File: src/rtl/cr_fifo_pkg.sv
package cr_fifo_pkg;
  typedef enum logic [1:0] {
    SEL_ZERO  = 2'd0,
    SEL_QUEUE = 2'd1,
    SEL_TEMP  = 2'd2
  } outSel_e;

  // Strobes from control to datapath
  typedef struct packed {
    logic    clear;
    logic    pushQ;
    logic    loadTemp;
    logic    loadOut;
    outSel_e outSel;
  } rfStrobe_t;
endpackage

File: src/rtl/cr_fifo_ctrl.sv
module cr_fifo_ctrl
  import cr_fifo_pkg::*;
#(
  parameter int DEPTH = 16,
  localparam int PTR_W = $clog2(DEPTH),
  localparam int CNT_W = $clog2(DEPTH + 1)
) (
  input  logic             clk,
  input  logic             rstN,
  input  logic             flush,
  input  logic             wrValid,
  input  logic             wrIsTemp,
  input  logic             popReq,
  output rfStrobe_t        strb,
  output logic [PTR_W-1:0] wrIdx,
  output logic [PTR_W-1:0] rdIdx,
  output logic [CNT_W-1:0] fillLevel,
  output logic             tempHeld
);
  localparam logic [PTR_W-1:0] LAST_IDX = PTR_W'(DEPTH - 1);
  localparam logic [CNT_W-1:0] FULL_CNT = CNT_W'(DEPTH);

  logic [PTR_W-1:0] wrPtr, rdPtr;
  logic [CNT_W-1:0] count;
  logic             tempValid;
  logic qEmpty, qFull, popTemp, popQ, pushQ, loadTemp, advRd;

  function automatic logic [PTR_W-1:0] nextIdx(input logic [PTR_W-1:0] p);
    return (p == LAST_IDX) ? '0 : p + 1'b1;
  endfunction

  always_comb begin
    qEmpty   = (count == '0);
    qFull    = (count == FULL_CNT);
    popTemp  = popReq && tempValid;
    popQ     = popReq && !tempValid && !qEmpty;
    pushQ    = wrValid && !wrIsTemp;
    loadTemp = wrValid && wrIsTemp;
    advRd    = popQ || (pushQ && qFull);

    strb.clear    = flush;
    strb.pushQ    = pushQ && !flush;
    strb.loadTemp = loadTemp && !flush;
    strb.loadOut  = popReq;
    if (popTemp)   strb.outSel = SEL_TEMP;
    else if (popQ) strb.outSel = SEL_QUEUE;
    else           strb.outSel = SEL_ZERO;
  end

  always_ff @(posedge clk or negedge rstN) begin
    if (!rstN) begin
      wrPtr     <= '0;
      rdPtr     <= '0;
      count     <= '0;
      tempValid <= 1'b0;
    end else if (flush) begin
      wrPtr     <= '0;
      rdPtr     <= '0;
      count     <= '0;
      tempValid <= 1'b0;
    end else begin
      if (pushQ) wrPtr <= nextIdx(wrPtr);
      if (advRd) rdPtr <= nextIdx(rdPtr);
      if (pushQ && !popQ && !qFull) count <= count + 1'b1;
      else if (popQ && !pushQ)      count <= count - 1'b1;
      if (loadTemp)     tempValid <= 1'b1;
      else if (popTemp) tempValid <= 1'b0;
    end
  end

  assign wrIdx     = wrPtr;
  assign rdIdx     = rdPtr;
  assign fillLevel = count;
  assign tempHeld  = tempValid;
endmodule

File: src/rtl/cr_fifo_dpath.sv
module cr_fifo_dpath
  import cr_fifo_pkg::*;
#(
  parameter int DEPTH  = 16,
  parameter int DATA_W = 12,
  parameter int WORD_W = 16,
  localparam int PTR_W = $clog2(DEPTH),
  localparam int PAD_W = WORD_W - DATA_W
) (
  input  logic              clk,
  input  logic              rstN,
  input  rfStrobe_t         strb,
  input  logic [PTR_W-1:0]  wrIdx,
  input  logic [PTR_W-1:0]  rdIdx,
  input  logic [DATA_W-1:0] wrData,
  output logic [WORD_W-1:0] outWord
);
  logic [DATA_W-1:0] mem [DEPTH];
  logic [DATA_W-1:0] tempReg;
  logic [WORD_W-1:0] outReg;
  logic [DATA_W-1:0] picked;

  always_comb begin
    unique case (strb.outSel)
      SEL_TEMP:  picked = tempReg;
      SEL_QUEUE: picked = mem[rdIdx];
      default:   picked = '0;
    endcase
  end

  always_ff @(posedge clk) begin
    if (strb.pushQ) mem[wrIdx] <= wrData;
  end

  always_ff @(posedge clk or negedge rstN) begin
    if (!rstN) begin
      tempReg <= '0;
      outReg  <= '0;
    end else if (strb.clear) begin
      tempReg <= '0;
      outReg  <= '0;
    end else begin
      if (strb.loadTemp) tempReg <= wrData;
      if (strb.loadOut)  outReg  <= {{PAD_W{1'b0}}, picked};
    end
  end

  assign outWord = outReg;
endmodule

File: src/rtl/conv_result_fifo.sv
module conv_result_fifo
  import cr_fifo_pkg::*;
#(
  parameter int DEPTH  = 16,
  parameter int DATA_W = 12,
  parameter int WORD_W = 16,
  localparam int PTR_W = $clog2(DEPTH),
  localparam int CNT_W = $clog2(DEPTH + 1)
) (
  input  logic              clk,
  input  logic              rstN,
  input  logic              flush,
  input  logic              wrValid,
  input  logic              wrIsTemp,
  input  logic [DATA_W-1:0] wrData,
  input  logic              popReq,
  output logic [WORD_W-1:0] outWord,
  output logic [CNT_W-1:0]  fillLevel,
  output logic              tempHeld
);
  rfStrobe_t        strb;
  logic [PTR_W-1:0] wrIdx, rdIdx;

  cr_fifo_ctrl #(.DEPTH(DEPTH)) uCtrl (
    .clk(clk), .rstN(rstN), .flush(flush), .wrValid(wrValid),
    .wrIsTemp(wrIsTemp), .popReq(popReq), .strb(strb),
    .wrIdx(wrIdx), .rdIdx(rdIdx), .fillLevel(fillLevel), .tempHeld(tempHeld)
  );

  cr_fifo_dpath #(.DEPTH(DEPTH), .DATA_W(DATA_W), .WORD_W(WORD_W)) uDpath (
    .clk(clk), .rstN(rstN), .strb(strb), .wrIdx(wrIdx), .rdIdx(rdIdx),
    .wrData(wrData), .outWord(outWord)
  );
endmodule

File: config.mk
export PLATFORM = sky130hd
export DESIGN_NAME = conv_result_fifo
export DESIGN_NICKNAME = d
export VERILOG_FILES = /design/src/rtl/cr_fifo_pkg.sv /design/src/rtl/cr_fifo_ctrl.sv /design/src/rtl/cr_fifo_dpath.sv /design/src/rtl/conv_result_fifo.sv
export SDC_FILE = /design/constraint.sdc
export NUM_CORES = 1
export LEC_CHECK = 0
export BUFFER_PORTS_ARGS = -buffer_cell sky130_fd_sc_hd__buf_2
export CAP_MARGIN = 10
export CORE_UTILIZATION = 55
export CTS_CLUSTER_DIAMETER = 150
export DETAILED_ROUTE_END_ITERATION = 10
export PLACE_DENSITY = 0.69
export SYNTH_ARGS = -nofsm -noshare
export SYNTH_HDL_FRONTEND = slang
export SYNTH_HIERARCHICAL = 1
export SYNTH_SLANG_ARGS = --single-unit
File: constraint.sdc
create_clock -name clk -period 5.25 [get_ports clk]
set_input_delay 0.7875 -clock clk [delete_from_list [all_inputs] [get_ports clk]]
set_output_delay 0.7875 -clock clk [all_outputs]
set_load 0.01 [all_outputs]
# [Word level (Yosys, flattened, before mapping)]
# Memories as Yosys holds them, arrays and structs flattened.
# Index checks and enable logic that the tools add are counted.
# Widths: inputs -> output; s select.
[word_totals] regBits=42 ramBits=192 in_bits=18 output_inout_bits=22 word_cells=63 mem_count=1
[memory_table] memory="uDpath.mem" words=16 width=12 read_ports=1 rd_clocked_by_memory_dff=0 wr=1 line_no="cr_fifo_dpath.sv:18" rtl="logic [DATA_W-1:0] mem [DEPTH];"
[op_classes] add_sub_neg=4 n_eq_ne=5 mux=21 n_reduce_logical=26
[op_table] op="$mux 16" n=2
[op_table] op="$mux 12" n=2
[op_table] op="$mux 4" n=6
[op_table] op="$pmux 12 s2" n=1
[op_table] op="$mux 5" n=3
[op_table] op="$logic_and 1x1->1" n=11
[op_table] op="$add 4x1->4 const B" n=2
[op_table] op="$eq 4x4->1 const B" n=2
[op_table] op="$reduce_bool 2->1" n=4
[op_table] op="$logic_not 1->1" n=7
[op_table] op="$mux 1" n=6
[op_table] op="$reduce_bool 3->1" n=2
[op_table] op="$add 5x1->5 const B" n=1
[op_table] op="$eq 5x5->1 const B" n=1
[op_table] op="$logic_not 5->1" n=1
[op_table] op="$sub 5x1->5 const B" n=1
[op_table] op="$eq 2x1->1 const B" n=1
[op_table] op="$eq 2x2->1 const B" n=1
[op_table] op="$mux 2" n=1
[op_table] op="$logic_or 1x1->1" n=1

# [Longest topological paths before layout]
# Gate-level depths: netlist (run 1).
[depth] word_depth=9 depth_mapped=9 depth_no_buf=8

# [Cells and area by module]
# The synthesis (run 1) kept the hierarchy.
[by_module_without_submodules] mod="cr_fifo_dpath" n_inst=1 cells_per_inst=392 area_per_inst_um2=8359.3 seq_area_each_um2=6366.1
[by_module_without_submodules] mod="cr_fifo_ctrl" n_inst=1 cells_per_inst=108 area_per_inst_um2=977.2 seq_area_each_um2=350.3

# [Least setup slack after synthesis (run 1)]
# Ideal clock, no wire load.
[synth_path] kind="input to register" start="input flush" end="memory uDpath.mem[0][0] (enable)" setup_ns=0.396 arrival_time_ns=2.732 t_required_ns=4.854 slack_ns=2.122 cell_stages=5 path_buffers=2 cell_sequence="clkbuf_1 -> clkbuf_1 -> nor2_1 -> or3b_2 -> nor3_1"
[synth_rtl] item="start, declared" line_no="conv_result_fifo.sv:12" rtl="input logic flush,"
[synth_rtl] item="end, declared" line_no="cr_fifo_dpath.sv:18"

==> impl_metrics.prom, run 1 <==
# TYPE chip_impl_metric gauge
chip_impl_metric{name="placed_cell_areas",unit="sq mm"} 0.00975
chip_impl_metric{name="layout.cell_area.non_filler",unit="sq mm"} 0.0105
chip_impl_metric{name="critical_path.max_stage_delay",unit="ps"} 780
chip_impl_metric{name="grt_pass1_vias",unit=""} 4879
chip_impl_metric{name="skew",unit="ps"} 8.35
chip_impl_info{name="netlist.top_cell.by_area",value="sky130_fd_sc_hd__edfxtp_1"} 1
chip_impl_metric{name="avgRoutedWirePerCell",unit="microns"} 25.1
chip_impl_metric{name="worst_pin_slew",unit="ps"} 1190
chip_impl_metric{name="cts_post_setup_buffers_inserted",unit=""} 0
chip_impl_metric{name="cp.arrival",unit="ps"} 3470
chip_impl_info{name="timing.critical_path.slowest_stage_cell",value="sky130_fd_sc_hd__nor2b_1"} 1
chip_impl_metric{name="number_of_synthesized_flops_with_an_enable_pin",unit=""} 192
chip_impl_metric{name="setup_viol",unit=""} 0
chip_impl_metric{name="layout-drive-gt1-share",unit=""} 0.282
chip_impl_metric{name="cap_viol_max_count",unit=""} 0
chip_impl_metric{name="share_of_yosys_cell_area_claimed_by_the_top_area_cell_type",unit=""} 0.618
chip_impl_info{name="commonest_non_fill_non_tap_cell_in_the_layout",value="sky130_fd_sc_hd__edfxtp_1"} 1
chip_impl_metric{name="dp_slack",unit="ps"} 1910
chip_impl_metric{name="postCtsHoldBufs",unit=""} 0
chip_impl_info{name="endpoint_kind",value="register"} 1
chip_impl_info{name="highest_count_cells_in_the_layout_ignoring_fill_and_taps",value="192 x sky130_fd_sc_hd__edfxtp_1, 48 x sky130_fd_sc_hd__mux4_2, 36 x sky130_fd_sc_hd__dfrtp_1"} 1
chip_impl_metric{name="synthDistinctLibCells",unit=""} 43
chip_impl_metric{name="initial_cell_density_of_the_core",unit=""} 0.563
chip_impl_metric{name="core-area",unit="sq mm"} 0.0166
chip_impl_metric{name="power_density",unit="mW/mm^2"} 410
chip_impl_metric{name="critical_path_depth",unit=""} 8
chip_impl_metric{name="timing.setup.tns",unit="ps"} 0
chip_impl_metric{name="worst_r2r_path_depth",unit=""} 8
chip_impl_metric{name="dr_total_vias",unit=""} 4827
chip_impl_metric{name="clkSlewWorstSetupHoldPaths",unit="ps"} 60
chip_impl_metric{name="die_width",unit="microns"} 132
chip_impl_metric{name="grt_overflow_total",unit=""} 0
chip_impl_metric{name="whs",unit="ps"} 392
chip_impl_metric{name="fp.dieH",unit="microns"} 132
chip_impl_metric{name="synthesis.yosys.warnings",unit=""} 6
chip_impl_metric{name="clk_path_buf_depth",unit=""} 3
chip_impl_info{name="hp-class",value="primary input to asynchronous set/reset pin"} 1
chip_impl_info{name="setup.worst_path.start",value="uCtrl/fillLevel[1]"} 1
chip_impl_info{name="clk_root_buffer_cell",value="sky130_fd_sc_hd__clkbuf_16"} 1
chip_impl_metric{name="antenna_cells",unit=""} 0
chip_impl_info{name="grt_setup_unrepaired",value="false"} 1
chip_impl_metric{name="synth.cell_area",unit="sq mm"} 0.00934
chip_impl_metric{name="critPathMaxFanout",unit=""} 12
chip_impl_info{name="startpoint_kind_of_the_worst_setup_timing_path",value="register"} 1
chip_impl_metric{name="detailedRoute.firstIterationViolations",unit=""} 483
chip_impl_metric{name="clock-sinks",unit=""} 230
chip_impl_metric{name="finish.net_count",unit=""} 571
chip_impl_metric{name="final_period_minus_worst_setup_slack",unit="ps"} 3070
chip_impl_metric{name="grtUsageTotal",unit=""} 0.234
chip_impl_metric{name="post_drt_via_cell_ratio",unit=""} 6.18
chip_impl_metric{name="leak_pwr",unit="nW"} 3.52
chip_impl_metric{name="cts_buffers",unit=""} 23
chip_impl_metric{name="critical_path_buf_inv_count",unit=""} 1
chip_impl_metric{name="drt_wl_total",unit="microns"} 19600
chip_impl_metric{name="final-max-slew-violation-count",unit=""} 0
chip_impl_info{name="tritoncts_clock_tree",value="yes"} 1
chip_impl_metric{name="synth_seq_area_share",unit=""} 0.719
chip_impl_metric{name="detailedRoute.firstPassIterationCount",unit=""} 5
chip_impl_metric{name="cts_max_level",unit=""} 1
chip_impl_metric{name="synthCells",unit=""} 500
chip_impl_metric{name="grt_max_degree",unit=""} 39
chip_impl_info{name="regToRegStartpoint",value="uCtrl/fillLevel[1]"} 1
chip_impl_metric{name="final.setup.worst_slack",unit="ps"} 2180
chip_impl_info{name="status",value="completed"} 1
chip_impl_metric{name="ir_worst_vdd",unit="uV"} 341
chip_impl_info{name="largest_cells_by_area_after_synthesis",value="sky130_fd_sc_hd__edfxtp_1 62%, sky130_fd_sc_hd__mux4_2 12%, sky130_fd_sc_hd__dfrtp_1 10%, sky130_fd_sc_hd__mux2i_1 2.9%, sky130_fd_sc_hd__mux2_2 1.4%"} 1
chip_impl_info{name="flip_flop_cell_with_the_highest_count_after_synthesis",value="sky130_fd_sc_hd__edfxtp_1"} 1
chip_impl_metric{name="route.detailed.drc",unit=""} 0
chip_impl_metric{name="async_flop_share",unit=""} 0.165
chip_impl_metric{name="dp_hpwl",unit="microns"} 12300
chip_impl_metric{name="area.growth.synth_to_final",unit="%"} 12.1
chip_impl_metric{name="timing.fmax",unit="MHz"} 326
chip_impl_metric{name="number_of_top_level_design_ports",unit=""} 40
chip_impl_metric{name="worstSkewPairLatency",unit="ps"} 510
chip_impl_info{name="list_of_cells_traversed_by_the_critical_path",value="nor4_2 > a21oi_1 > inv_1 > ha_1 > nor4bb_1 > nor2b_1 > a222oi_1 > o21ai_0"} 1
chip_impl_metric{name="timing.final.crit_share",unit=""} 0.584
chip_impl_metric{name="post_synth.cell_area_avg",unit="sq um"} 18.7
chip_impl_metric{name="final-hold-violation-count",unit=""} 0
chip_impl_metric{name="cp.required",unit="ps"} 5650
chip_impl_metric{name="numPortBuffers",unit=""} 35
chip_impl_metric{name="floorplan.die_area",unit="sq mm"} 0.0175
chip_impl_metric{name="ant_nets",unit=""} 0
chip_impl_metric{name="gp_congestion",unit=""} 0.811
chip_impl_metric{name="postSynthRegisterBits",unit=""} 230
chip_impl_metric{name="grt_antenna_before_repair",unit=""} 0
chip_impl_info{name="cp_top_family",value="simple AND/OR/NAND/NOR gates"} 1
chip_impl_metric{name="worst_slew_margin_rel",unit=""} 0.207
chip_impl_info{name="worst-setup-path-type",value="register to register"} 1
chip_impl_metric{name="cts.repair.resized",unit=""} 0
chip_impl_metric{name="rows",unit=""} 47
chip_impl_metric{name="grt_pass1_wl",unit="microns"} 29900
chip_impl_metric{name="worst-r2r-setup-slack",unit="ps"} 2180
## worst reg2reg max path, cell delays in order (launching register included)
cell and delay, ps:
sky130_fd_sc_hd__dfrtp_1 460, sky130_fd_sc_hd__nor4_2 460, sky130_fd_sc_hd__a21oi_1 200, sky130_fd_sc_hd__inv_1 90, sky130_fd_sc_hd__ha_1 250, sky130_fd_sc_hd__nor4bb_1 340, sky130_fd_sc_hd__nor2b_1 780, sky130_fd_sc_hd__a222oi_1 220
sky130_fd_sc_hd__o21ai_0 150
## path summary, 6_finish.rpt
kind | end
hold reg to reg | uDpath/outWord[0]
max in group asynchronous | uCtrl/rdIdx[1]
min in group clk | uDpath/outWord[0]
hold / removal | uCtrl/fillLevel[0]
setup / recovery | uDpath/outWord[5]
setup reg to reg | uDpath/outWord[5]
## state kept, by name, summed over array words and instances, names as in the netlist
name             count
uCtrl/fillLevel      5
uCtrl/rdIdx          4
uCtrl/tempHeld       1
uCtrl/wrIdx          4
uDpath/mem         192
uDpath/outWord      12
uDpath/tempReg      12
## cell type report
class,count,area [sq um]
Clock inverter,14,115
Multi-Input combinational cell,239,2490
Fill cell,1184,6120
Timing Repair Buffer,46,258
Clock buffer,28,594
Tap cell,220,275
Inverter,4,15.0
Sequential cell,230,6720
## routing by layer
metal  up-vias  global-route usage  wire length, microns
li1       2100                   -                     -
met5         -                   0                     0
met4         0              0.0626                   337
met3        25              0.0461                  1550
met2       200               0.381                  9560
met1      2502               0.327                  8120
## stage by stage
step | total power [mW] | utilization | instances
6_report | 4.29 | 0.631 | 781
5_1_grt | 4.46 | 0.631 | 781
4_1_cts | 4.33 | 0.631 | 780
3_5_place_dp | 2.78 | 0.588 | 738
3_3_place_gp | 2.76 | 0.588 | 738
2_1_floorplan | 2.59 | - | 503
## logic make-up after synthesis
| family | after synthesis | share of synthesized area |
|---|---|---|
| flops | 230 | 0.719 |
| simple gates | 82 | 0.0440 |
| compound gates | 50 | 0.0348 |
| xor+xnor | 2 | 0.00188 |
| other cells | 1 | 0.000402 |
| mux | 92 | 0.167 |
| buf+inv | 34 | 0.0197 |
| fa+ha+maj | 9 | 0.0129 |
## synth_stat cells (8+ instances only)
| cell type | count |
|---|---|
| sky130_fd_sc_hd__edfxtp_1 | 192 |
| sky130_fd_sc_hd__mux4_2 | 48 |
| sky130_fd_sc_hd__dfrtp_1 | 38 |
| sky130_fd_sc_hd__nor2_1 | 33 |
| sky130_fd_sc_hd__mux2i_1 | 27 |
| sky130_fd_sc_hd__a21oi_1 | 17 |
| sky130_fd_sc_hd__a222oi_1 | 12 |
| sky130_fd_sc_hd__mux2_2 | 12 |
| sky130_fd_sc_hd__nand2_1 | 12 |
| sky130_fd_sc_hd__o21ai_0 | 12 |
| sky130_fd_sc_hd__clkbuf_1 | 10 |
| sky130_fd_sc_hd__buf_4 | 8 |
| sky130_fd_sc_hd__ha_1 | 8 |
## power by group
part           total (mW)  switching (mW)  internal [mW]
clock                1.55           0.649          0.902
sequential           2.08          0.0685           2.01
combinational       0.657           0.339          0.318
Power figures use the tool's default switching activity.
==> run 2: changes to the inputs <==
Clock period 5.25 ns to 3.05 ns, I/O delays scaled along.
==> impl_metrics.prom, run 2 (synthesized netlist as in run 1, its figures left out) <==
# TYPE chip_impl_metric gauge
chip_impl_info{name="status",value="completed"} 1
chip_impl_metric{name="core-area",unit="sq mm"} 0.0166
chip_impl_info{name="grt_setup_unrepaired",value="false"} 1
chip_impl_metric{name="cp.arrival",unit="ps"} 3080
chip_impl_metric{name="skew",unit="ps"} 16.2
chip_impl_info{name="list_of_cells_traversed_by_the_critical_path",value="or4_4 > mux2i_2 > nand2_1 > ha_1 > a21oi_1 > a21o_1 > a21oi_1 > mux2_4"} 1
chip_impl_metric{name="timing.final.crit_share",unit=""} 0.882
chip_impl_metric{name="final_core_utilization",unit=""} 0.653
chip_impl_metric{name="power.share.switching",unit=""} 0.232
chip_impl_metric{name="grtUsageTotal",unit=""} 0.239
chip_impl_metric{name="timing.setup.tns",unit="ps"} 0
chip_impl_metric{name="numPortBuffers",unit=""} 35
chip_impl_metric{name="worst_r2r_path_depth",unit=""} 8
chip_impl_info{name="clk_root_buffer_cell",value="sky130_fd_sc_hd__clkbuf_16"} 1
chip_impl_metric{name="timing.fmax",unit="MHz"} 372
chip_impl_metric{name="cts_buffers",unit=""} 23
chip_impl_metric{name="die_width",unit="microns"} 132
chip_impl_metric{name="critical_path_buf_inv_count",unit=""} 0
chip_impl_metric{name="worstSkewPairLatency",unit="ps"} 510
chip_impl_metric{name="layout.cell_area.non_filler",unit="sq mm"} 0.0108
chip_impl_metric{name="ant_nets",unit=""} 0
chip_impl_metric{name="drt_wl_total",unit="microns"} 19800
chip_impl_metric{name="number_of_top_level_design_ports",unit=""} 40
chip_impl_metric{name="dr_total_vias",unit=""} 5047
chip_impl_info{name="gr-max-usage-layer",value="met2"} 1
chip_impl_metric{name="grt_antenna_before_repair",unit=""} 0
chip_impl_metric{name="grt.met2_usage",unit=""} 0.381
chip_impl_info{name="rr_endpoint",value="uCtrl/fillLevel[3]"} 1
chip_impl_metric{name="max_reg_flops",unit=""} 192
chip_impl_metric{name="grt_pass1_vias",unit=""} 5110
chip_impl_metric{name="critical_path.max_stage_delay",unit="ps"} 610
chip_impl_metric{name="cp.required",unit="ps"} 3440
chip_impl_metric{name="power_density",unit="mW/mm^2"} 737
chip_impl_metric{name="final-hold-violation-count",unit=""} 0
chip_impl_metric{name="rows",unit=""} 47
chip_impl_info{name="setup.worst_path.start",value="uCtrl/fillLevel[1]"} 1
chip_impl_metric{name="clk_path_buf_depth",unit=""} 3
chip_impl_info{name="endpoint_kind",value="register"} 1
chip_impl_metric{name="total_power",unit="mW"} 7.98
chip_impl_info{name="regToRegStartpoint",value="uCtrl/fillLevel[1]"} 1
chip_impl_metric{name="layout-drive-gt1-share",unit=""} 0.322
chip_impl_info{name="critPathMostFrequentCell",value="sky130_fd_sc_hd__a21oi_1"} 1
chip_impl_metric{name="cts_post_setup_buffers_inserted",unit=""} 0
chip_impl_metric{name="use_met3",unit=""} 0.0384
chip_impl_metric{name="finish.net_count",unit=""} 597
chip_impl_info{name="cp_top_family",value="simple AND/OR/NAND/NOR gates"} 1
chip_impl_metric{name="p_sw",unit="mW"} 1.85
chip_impl_metric{name="critical_path_depth",unit=""} 8
chip_impl_metric{name="dp_hpwl",unit="microns"} 12300
chip_impl_metric{name="clock-sinks",unit=""} 230
chip_impl_metric{name="floorplan.die_area",unit="sq mm"} 0.0175
chip_impl_info{name="hp-class",value="primary input to asynchronous set/reset pin"} 1
chip_impl_info{name="highest_count_cells_in_the_layout_ignoring_fill_and_taps",value="192 x sky130_fd_sc_hd__edfxtp_1, 48 x sky130_fd_sc_hd__mux4_2, 37 x sky130_fd_sc_hd__buf_4"} 1
chip_impl_metric{name="leak_pwr",unit="nW"} 3.76
chip_impl_metric{name="ir_worst_vdd",unit="uV"} 535
chip_impl_metric{name="setup_viol",unit=""} 0
chip_impl_metric{name="placed_cell_areas",unit="sq mm"} 0.00994
chip_impl_metric{name="initial_cell_density_of_the_core",unit=""} 0.563
chip_impl_metric{name="final_period_minus_worst_setup_slack",unit="ps"} 2690
chip_impl_metric{name="cellInternalPower",unit="mW"} 6.13
chip_impl_metric{name="num-fill-cells",unit=""} 1143
chip_impl_metric{name="cap_viol_max_count",unit=""} 0
chip_impl_metric{name="critPathMaxFanout",unit=""} 6
chip_impl_metric{name="area.sequential",unit="sq mm"} 0.00672
chip_impl_info{name="timing.critical_path.slowest_stage_cell",value="sky130_fd_sc_hd__or4_4"} 1
chip_impl_metric{name="share_comb_of_total_power",unit=""} 0.139
chip_impl_metric{name="post_drt_via_cell_ratio",unit=""} 6.25
chip_impl_metric{name="power_frac_seq",unit=""} 0.450
chip_impl_metric{name="postCtsHoldBufs",unit=""} 0
chip_impl_metric{name="final-max-slew-violation-count",unit=""} 0
chip_impl_info{name="commonest_non_fill_non_tap_cell_in_the_layout",value="sky130_fd_sc_hd__edfxtp_1"} 1
chip_impl_metric{name="avgRoutedWirePerCell",unit="microns"} 24.6
chip_impl_info{name="most_flops_register",value="uDpath/mem"} 1
chip_impl_metric{name="cts_max_level",unit=""} 1
chip_impl_metric{name="grt_overflow_total",unit=""} 0
chip_impl_metric{name="detailedRoute.firstIterationViolations",unit=""} 517
chip_impl_metric{name="worst_slew_margin_rel",unit=""} 0.204
chip_impl_metric{name="use_met1",unit=""} 0.350
chip_impl_info{name="worst-setup-path-type",value="register to register"} 1
chip_impl_info{name="tritoncts_clock_tree",value="yes"} 1
chip_impl_metric{name="area.growth.synth_to_final",unit="%"} 16.0
chip_impl_metric{name="antenna_cells",unit=""} 0
chip_impl_metric{name="cts.repair.resized",unit=""} 0
chip_impl_metric{name="detailedRoute.firstPassIterationCount",unit=""} 8
chip_impl_metric{name="fp.dieH",unit="microns"} 132
chip_impl_metric{name="clkSlewWorstSetupHoldPaths",unit="ps"} 60
chip_impl_metric{name="grt_max_degree",unit=""} 39
chip_impl_metric{name="gp_congestion",unit=""} 0.821
chip_impl_info{name="startpoint_kind_of_the_worst_setup_timing_path",value="register"} 1
chip_impl_metric{name="power.clock.fraction",unit=""} 0.411
chip_impl_metric{name="worst_pin_slew",unit="ps"} 1190
chip_impl_metric{name="route.detailed.drc",unit=""} 0
chip_impl_metric{name="multi_input_gate_area",unit="sq mm"} 0.00247
chip_impl_metric{name="worst-r2r-setup-slack",unit="ps"} 360
chip_impl_metric{name="grt_pass1_wl",unit="microns"} 30700
-- run 2: changes by cell type in the layout (fill, tap and decap cells not counted), sizes merged --
| cell | previous run | this run |
|---|---|---|
| clkbuf | 29 | 26 |
| clkinvlp | 0 | 1 |
| bufinv | 2 | 8 |
| clkinv | 11 | 6 |
| buf | 45 | 72 |
-- run 2: stage by stage --
step | worst slack, ps | hold slack [ps] | instances
CTS | 388 | 107 | 807
finish | 360 | 90.8 | 807
global placement | 496 | 486 | 765
global route | 148 | 152 | 807
floorplan | 252 | 162 | 503
detailed placement | 405 | 501 | 765
-- run 2: worst register-to-register path, delay by kind of cell, from the launching register on --
kind	cells	cell delay [ps]
AOI/OAI and AO/OA	3	400
DFF	1	470
muxes	2	540
and+or+nand+nor	2	820
adders and majority gates	1	360
-- run 2: worst max-delay path by stage --
stage                              end  slack (ps)
finish              uCtrl/fillLevel[3]         360
detailed placement  uCtrl/fillLevel[3]         410
global placement    uCtrl/fillLevel[3]         500
floorplan             uDpath/mem[0][0]         250
CTS                 uCtrl/fillLevel[3]         390
global route         uDpath/outWord[5]         150
-- run 2: final cells by class --
type	instances	share of cell area
Clock buffer	26	0.0560
Clock inverter	16	0.0265
Inverter	4	0.00139
Multi-Input combinational cell	239	0.228
Sequential cell	230	0.621
Tap cell	220	0.0254
Timing Repair Buffer	72	0.0418
-- run 2: metal layers --
layer	vias to the layer above	wire length, microns
li1	2151	-
met1	2615	8230
met2	249	9670
met3	32	1530
met4	0	382
met5	-	0
-- run 2: power groups by stage --
| stage | combinational, mW | sequential (mW) | clock [mW] |
|---|---|---|---|
| floorplan | 0.859 | 3.60 | 0 |
| global placement | 1.07 | 3.65 | 0 |
| detailed placement | 1.11 | 3.66 | 0 |
| CTS | 1.11 | 3.60 | 3.31 |
| global route | 1.19 | 3.61 | 3.44 |
| finish | 1.11 | 3.59 | 3.28 |
==> run 3: changes to the inputs <==
Settings changed: BUFFER_PORTS_ARGS -buffer_cell sky130_fd_sc_hd__buf_2 to unset, DONT_BUFFER_PORTS set to 1, PLACE_DENSITY 0.69 to 0.67, SYNTH_HIERARCHICAL 1 to unset.
==> impl_metrics.prom, run 3 <==
# TYPE chip_impl_metric gauge
chip_impl_info{name="status",value="completed"} 1
chip_impl_metric{name="power.clock.fraction",unit=""} 0.351
chip_impl_info{name="setup.worst_path.start",value="uCtrl.fillLevel[0]"} 1
chip_impl_metric{name="fp.dieH",unit="microns"} 133
chip_impl_metric{name="placed_cell_areas",unit="sq mm"} 0.00971
chip_impl_metric{name="cellInternalPower",unit="mW"} 5.51
chip_impl_info{name="most_flops_register",value="uDpath.mem"} 1
chip_impl_metric{name="post_synth.cell_area_avg",unit="sq um"} 16.2
chip_impl_metric{name="cts_post_setup_buffers_inserted",unit=""} 0
chip_impl_info{name="yosysMostFrequentCell",value="sky130_fd_sc_hd__edfxtp_1"} 1
chip_impl_metric{name="worst_slew_margin_rel",unit=""} 0.534
chip_impl_metric{name="simple_gate_portion_of_the_synthesized_area",unit=""} 0.0638
chip_impl_metric{name="synthXorXnorAreaFrac",unit=""} 0.00187
chip_impl_metric{name="leak_pwr",unit="nW"} 3.53
chip_impl_metric{name="initial_cell_density_of_the_core",unit=""} 0.564
chip_impl_metric{name="max_reg_flops",unit=""} 192
chip_impl_metric{name="post_drt_via_cell_ratio",unit=""} 6.13
chip_impl_metric{name="synthCells",unit=""} 580
chip_impl_metric{name="compound_cell_area_share_of_the_yosys_netlist",unit=""} 0.0678
chip_impl_metric{name="grt_pass1_wl",unit="microns"} 30400
chip_impl_metric{name="ir_worst_vdd",unit="uV"} 551
chip_impl_metric{name="finish.net_count",unit=""} 629
chip_impl_metric{name="power.share.switching",unit=""} 0.255
chip_impl_metric{name="antenna_cells",unit=""} 0
chip_impl_metric{name="number_of_synthesized_flops_with_an_enable_pin",unit=""} 192
chip_impl_metric{name="critPathMaxFanout",unit=""} 7
chip_impl_metric{name="area.growth.synth_to_final",unit="%"} 11.5
chip_impl_metric{name="worst-r2r-setup-slack",unit="ps"} 230
chip_impl_metric{name="final-max-slew-violation-count",unit=""} 0
chip_impl_metric{name="synth-adder-area-share",unit=""} 0.0141
chip_impl_metric{name="final-hold-violation-count",unit=""} 0
chip_impl_metric{name="avgRoutedWirePerCell",unit="microns"} 23.7
chip_impl_metric{name="finish.cell_count_without_fillers",unit=""} 839
chip_impl_metric{name="rows",unit=""} 47
chip_impl_metric{name="p_sw",unit="mW"} 1.89
chip_impl_info{name="setup.worst_path.end",value="uCtrl.fillLevel[4]"} 1
chip_impl_metric{name="detailedRoute.firstIterationViolations",unit=""} 415
chip_impl_metric{name="synth_seq_area_share",unit=""} 0.715
chip_impl_info{name="clk_root_buffer_cell",value="sky130_fd_sc_hd__clkbuf_16"} 1
chip_impl_metric{name="die_width",unit="microns"} 133
chip_impl_metric{name="cts_max_level",unit=""} 1
chip_impl_metric{name="timing.setup.tns",unit="ps"} 0
chip_impl_metric{name="route.detailed.drc",unit=""} 0
chip_impl_metric{name="ant_nets",unit=""} 0
chip_impl_metric{name="cts_buffers",unit=""} 24
chip_impl_metric{name="grt_max_degree",unit=""} 39
chip_impl_metric{name="gp_congestion",unit=""} 0.894
chip_impl_metric{name="worst_pin_slew",unit="ps"} 699
chip_impl_metric{name="core-area",unit="sq mm"} 0.0166
chip_impl_metric{name="detailedRoute.firstPassIterationCount",unit=""} 7
chip_impl_metric{name="power_density",unit="mW/mm^2"} 707
chip_impl_metric{name="share_of_yosys_cell_area_claimed_by_the_top_area_cell_type",unit=""} 0.614
chip_impl_metric{name="cp.required",unit="ps"} 3480
chip_impl_metric{name="skew",unit="ps"} 11.5
chip_impl_metric{name="final_core_utilization",unit=""} 0.629
chip_impl_metric{name="timing.fmax",unit="MHz"} 355
chip_impl_metric{name="synthDistinctLibCells",unit=""} 43
chip_impl_metric{name="synth.cell_area",unit="sq mm"} 0.00939
chip_impl_metric{name="numPortBuffers",unit=""} 0
chip_impl_info{name="hp-class",value="primary input to register"} 1
chip_impl_metric{name="postCtsHoldBufs",unit=""} 3
chip_impl_metric{name="final_period_minus_worst_setup_slack",unit="ps"} 2820
chip_impl_info{name="netlist_top_cells_count",value="192 x sky130_fd_sc_hd__edfxtp_1, 50 x sky130_fd_sc_hd__mux2i_1, 49 x sky130_fd_sc_hd__nand2_1"} 1
chip_impl_metric{name="number_of_top_level_design_ports",unit=""} 40
chip_impl_metric{name="num-fill-cells",unit=""} 1196
chip_impl_metric{name="floorplan.die_area",unit="sq mm"} 0.0176
chip_impl_metric{name="cts.repair.resized",unit=""} 0
chip_impl_metric{name="share_comb_of_total_power",unit=""} 0.159
chip_impl_metric{name="cp.arrival",unit="ps"} 3250
chip_impl_info{name="tritoncts_clock_tree",value="yes"} 1
chip_impl_metric{name="worst_r2r_path_depth",unit=""} 8
chip_impl_metric{name="setup_viol",unit=""} 0
chip_impl_metric{name="grtUsageTotal",unit=""} 0.236
chip_impl_metric{name="grt_antenna_before_repair",unit=""} 0
chip_impl_info{name="endpoint_kind",value="register"} 1
chip_impl_info{name="startpoint_kind_of_the_worst_setup_timing_path",value="register"} 1
chip_impl_info{name="netlist.top_cell.by_area",value="sky130_fd_sc_hd__edfxtp_1"} 1
chip_impl_info{name="grt_setup_unrepaired",value="false"} 1
chip_impl_metric{name="cap_viol_max_count",unit=""} 0
chip_impl_metric{name="postSynthRegisterBits",unit=""} 230
chip_impl_info{name="flip_flop_cell_with_the_highest_count_after_synthesis",value="sky130_fd_sc_hd__edfxtp_1"} 1
chip_impl_metric{name="synthesis.yosys.warnings",unit=""} 0
chip_impl_metric{name="grt_pass1_vias",unit=""} 5271
chip_impl_metric{name="drt_wl_total",unit="microns"} 19900
chip_impl_metric{name="dp_hpwl",unit="microns"} 11900
chip_impl_metric{name="grt_overflow_total",unit=""} 0
chip_impl_metric{name="post_synthesis_mux_area_share",unit=""} 0.117
chip_impl_metric{name="clkSlewWorstSetupHoldPaths",unit="ps"} 60
chip_impl_info{name="largest_cells_by_area_after_synthesis",value="sky130_fd_sc_hd__edfxtp_1 61%, sky130_fd_sc_hd__dfrtp_1 10%, sky130_fd_sc_hd__mux4_2 5.8%, sky130_fd_sc_hd__mux2i_1 5.3%, sky130_fd_sc_hd__nand2_1 2.0%"} 1
chip_impl_metric{name="clk_path_buf_depth",unit=""} 3
chip_impl_info{name="commonest_non_fill_non_tap_cell_in_the_layout",value="sky130_fd_sc_hd__edfxtp_1"} 1
chip_impl_info{name="rr_endpoint",value="uCtrl.fillLevel[4]"} 1
chip_impl_metric{name="dr_total_vias",unit=""} 5140
chip_impl_info{name="synth_top_family_by_area",value="multiplexers"} 1
chip_impl_metric{name="power_frac_seq",unit=""} 0.490
chip_impl_info{name="regToRegStartpoint",value="uCtrl.fillLevel[0]"} 1
chip_impl_metric{name="worstSkewPairLatency",unit="ps"} 510
chip_impl_metric{name="layout-drive-gt1-share",unit=""} 0.153
chip_impl_metric{name="clock-sinks",unit=""} 230
chip_impl_metric{name="layout.cell_area.non_filler",unit="sq mm"} 0.0105
chip_impl_metric{name="timing.final.crit_share",unit=""} 0.924
chip_impl_info{name="highest_count_cells_in_the_layout_ignoring_fill_and_taps",value="192 x sky130_fd_sc_hd__edfxtp_1, 50 x sky130_fd_sc_hd__mux2i_1, 49 x sky130_fd_sc_hd__nand2_1"} 1
chip_impl_metric{name="dp_cells",unit=""} 791
chip_impl_info{name="worst-setup-path-type",value="register to register"} 1
chip_impl_metric{name="async_flop_share",unit=""} 0.165
## run 3: how the worst min path moves through the flow
stage	startpoint	endpoint	slack (ps)	depth (start not counted)
2_1_floorplan	rstN	uCtrl.fillLevel[0]	160	0
3_3_place_gp	rstN	uCtrl.fillLevel[1]	160	0
3_5_place_dp	rstN	uCtrl.fillLevel[0]	160	0
4_1_cts	flush	uCtrl.wrIdx[1]	0.4	1
5_1_grt	flush	uCtrl.wrIdx[3]	5	1
6_report	flush	uCtrl.wrIdx[1]	20	1
## run 3: layout make-up
type	instances	area, sq um	share of cell area
inverters	2	7.51	0.000717
clock inverters	16	88.8	0.00849
multi-input cells	315	2520	0.241
well taps	220	275	0.0263
repair buffers	28	243	0.0232
flip-flops and latches	230	6720	0.642
clock buffers	28	616	0.0588
## run 3: worst max-delay path, stage by stage (launching register included)
cell and delay [ps]:
sky130_fd_sc_hd__dfrtp_1 490, sky130_fd_sc_hd__nor4_1 650, sky130_fd_sc_hd__nand2_1 240, sky130_fd_sc_hd__nand3_1 280, sky130_fd_sc_hd__ha_1 330, sky130_fd_sc_hd__a21oi_1 180, sky130_fd_sc_hd__nand2_1 150, sky130_fd_sc_hd__mux2_2 300
sky130_fd_sc_hd__a31oi_1 120
## run 3: power groups by stage
stage               sequential [mW]  combinational, mW  clock [mW]
global placement               3.68               1.11           0
global route                   3.64               1.27        2.77
floorplan                      3.64              0.958           0
CTS                            3.62               1.17        2.64
finish                         3.62               1.18        2.60
detailed placement             3.69               1.15           0
## run 3: cells by family after synthesis
group / Yosys count
DFF: 230
and+or+nand+nor: 123
AOI/OAI and AO/OA: 97
muxes: 79
buffers and inverters: 38
adders and majority gates: 10
xor gates and xnor gates: 2
other: 1
## run 3: routing by layer
layer  track usage  part of all wire
met2         0.381              0.48
met5             0                 0
met3        0.0406             0.060
met1         0.322              0.42
met4        0.0939             0.039
## run 3: stage by stage
step	hold WS [ps]	power (mW)	setup WS, ps
after global routing	5.00	7.67	121
after detailed placement	163	4.83	342
after floorplan	162	4.60	619
after CTS	0.405	7.44	305
after global placement	163	4.79	517
final	22.8	7.40	231
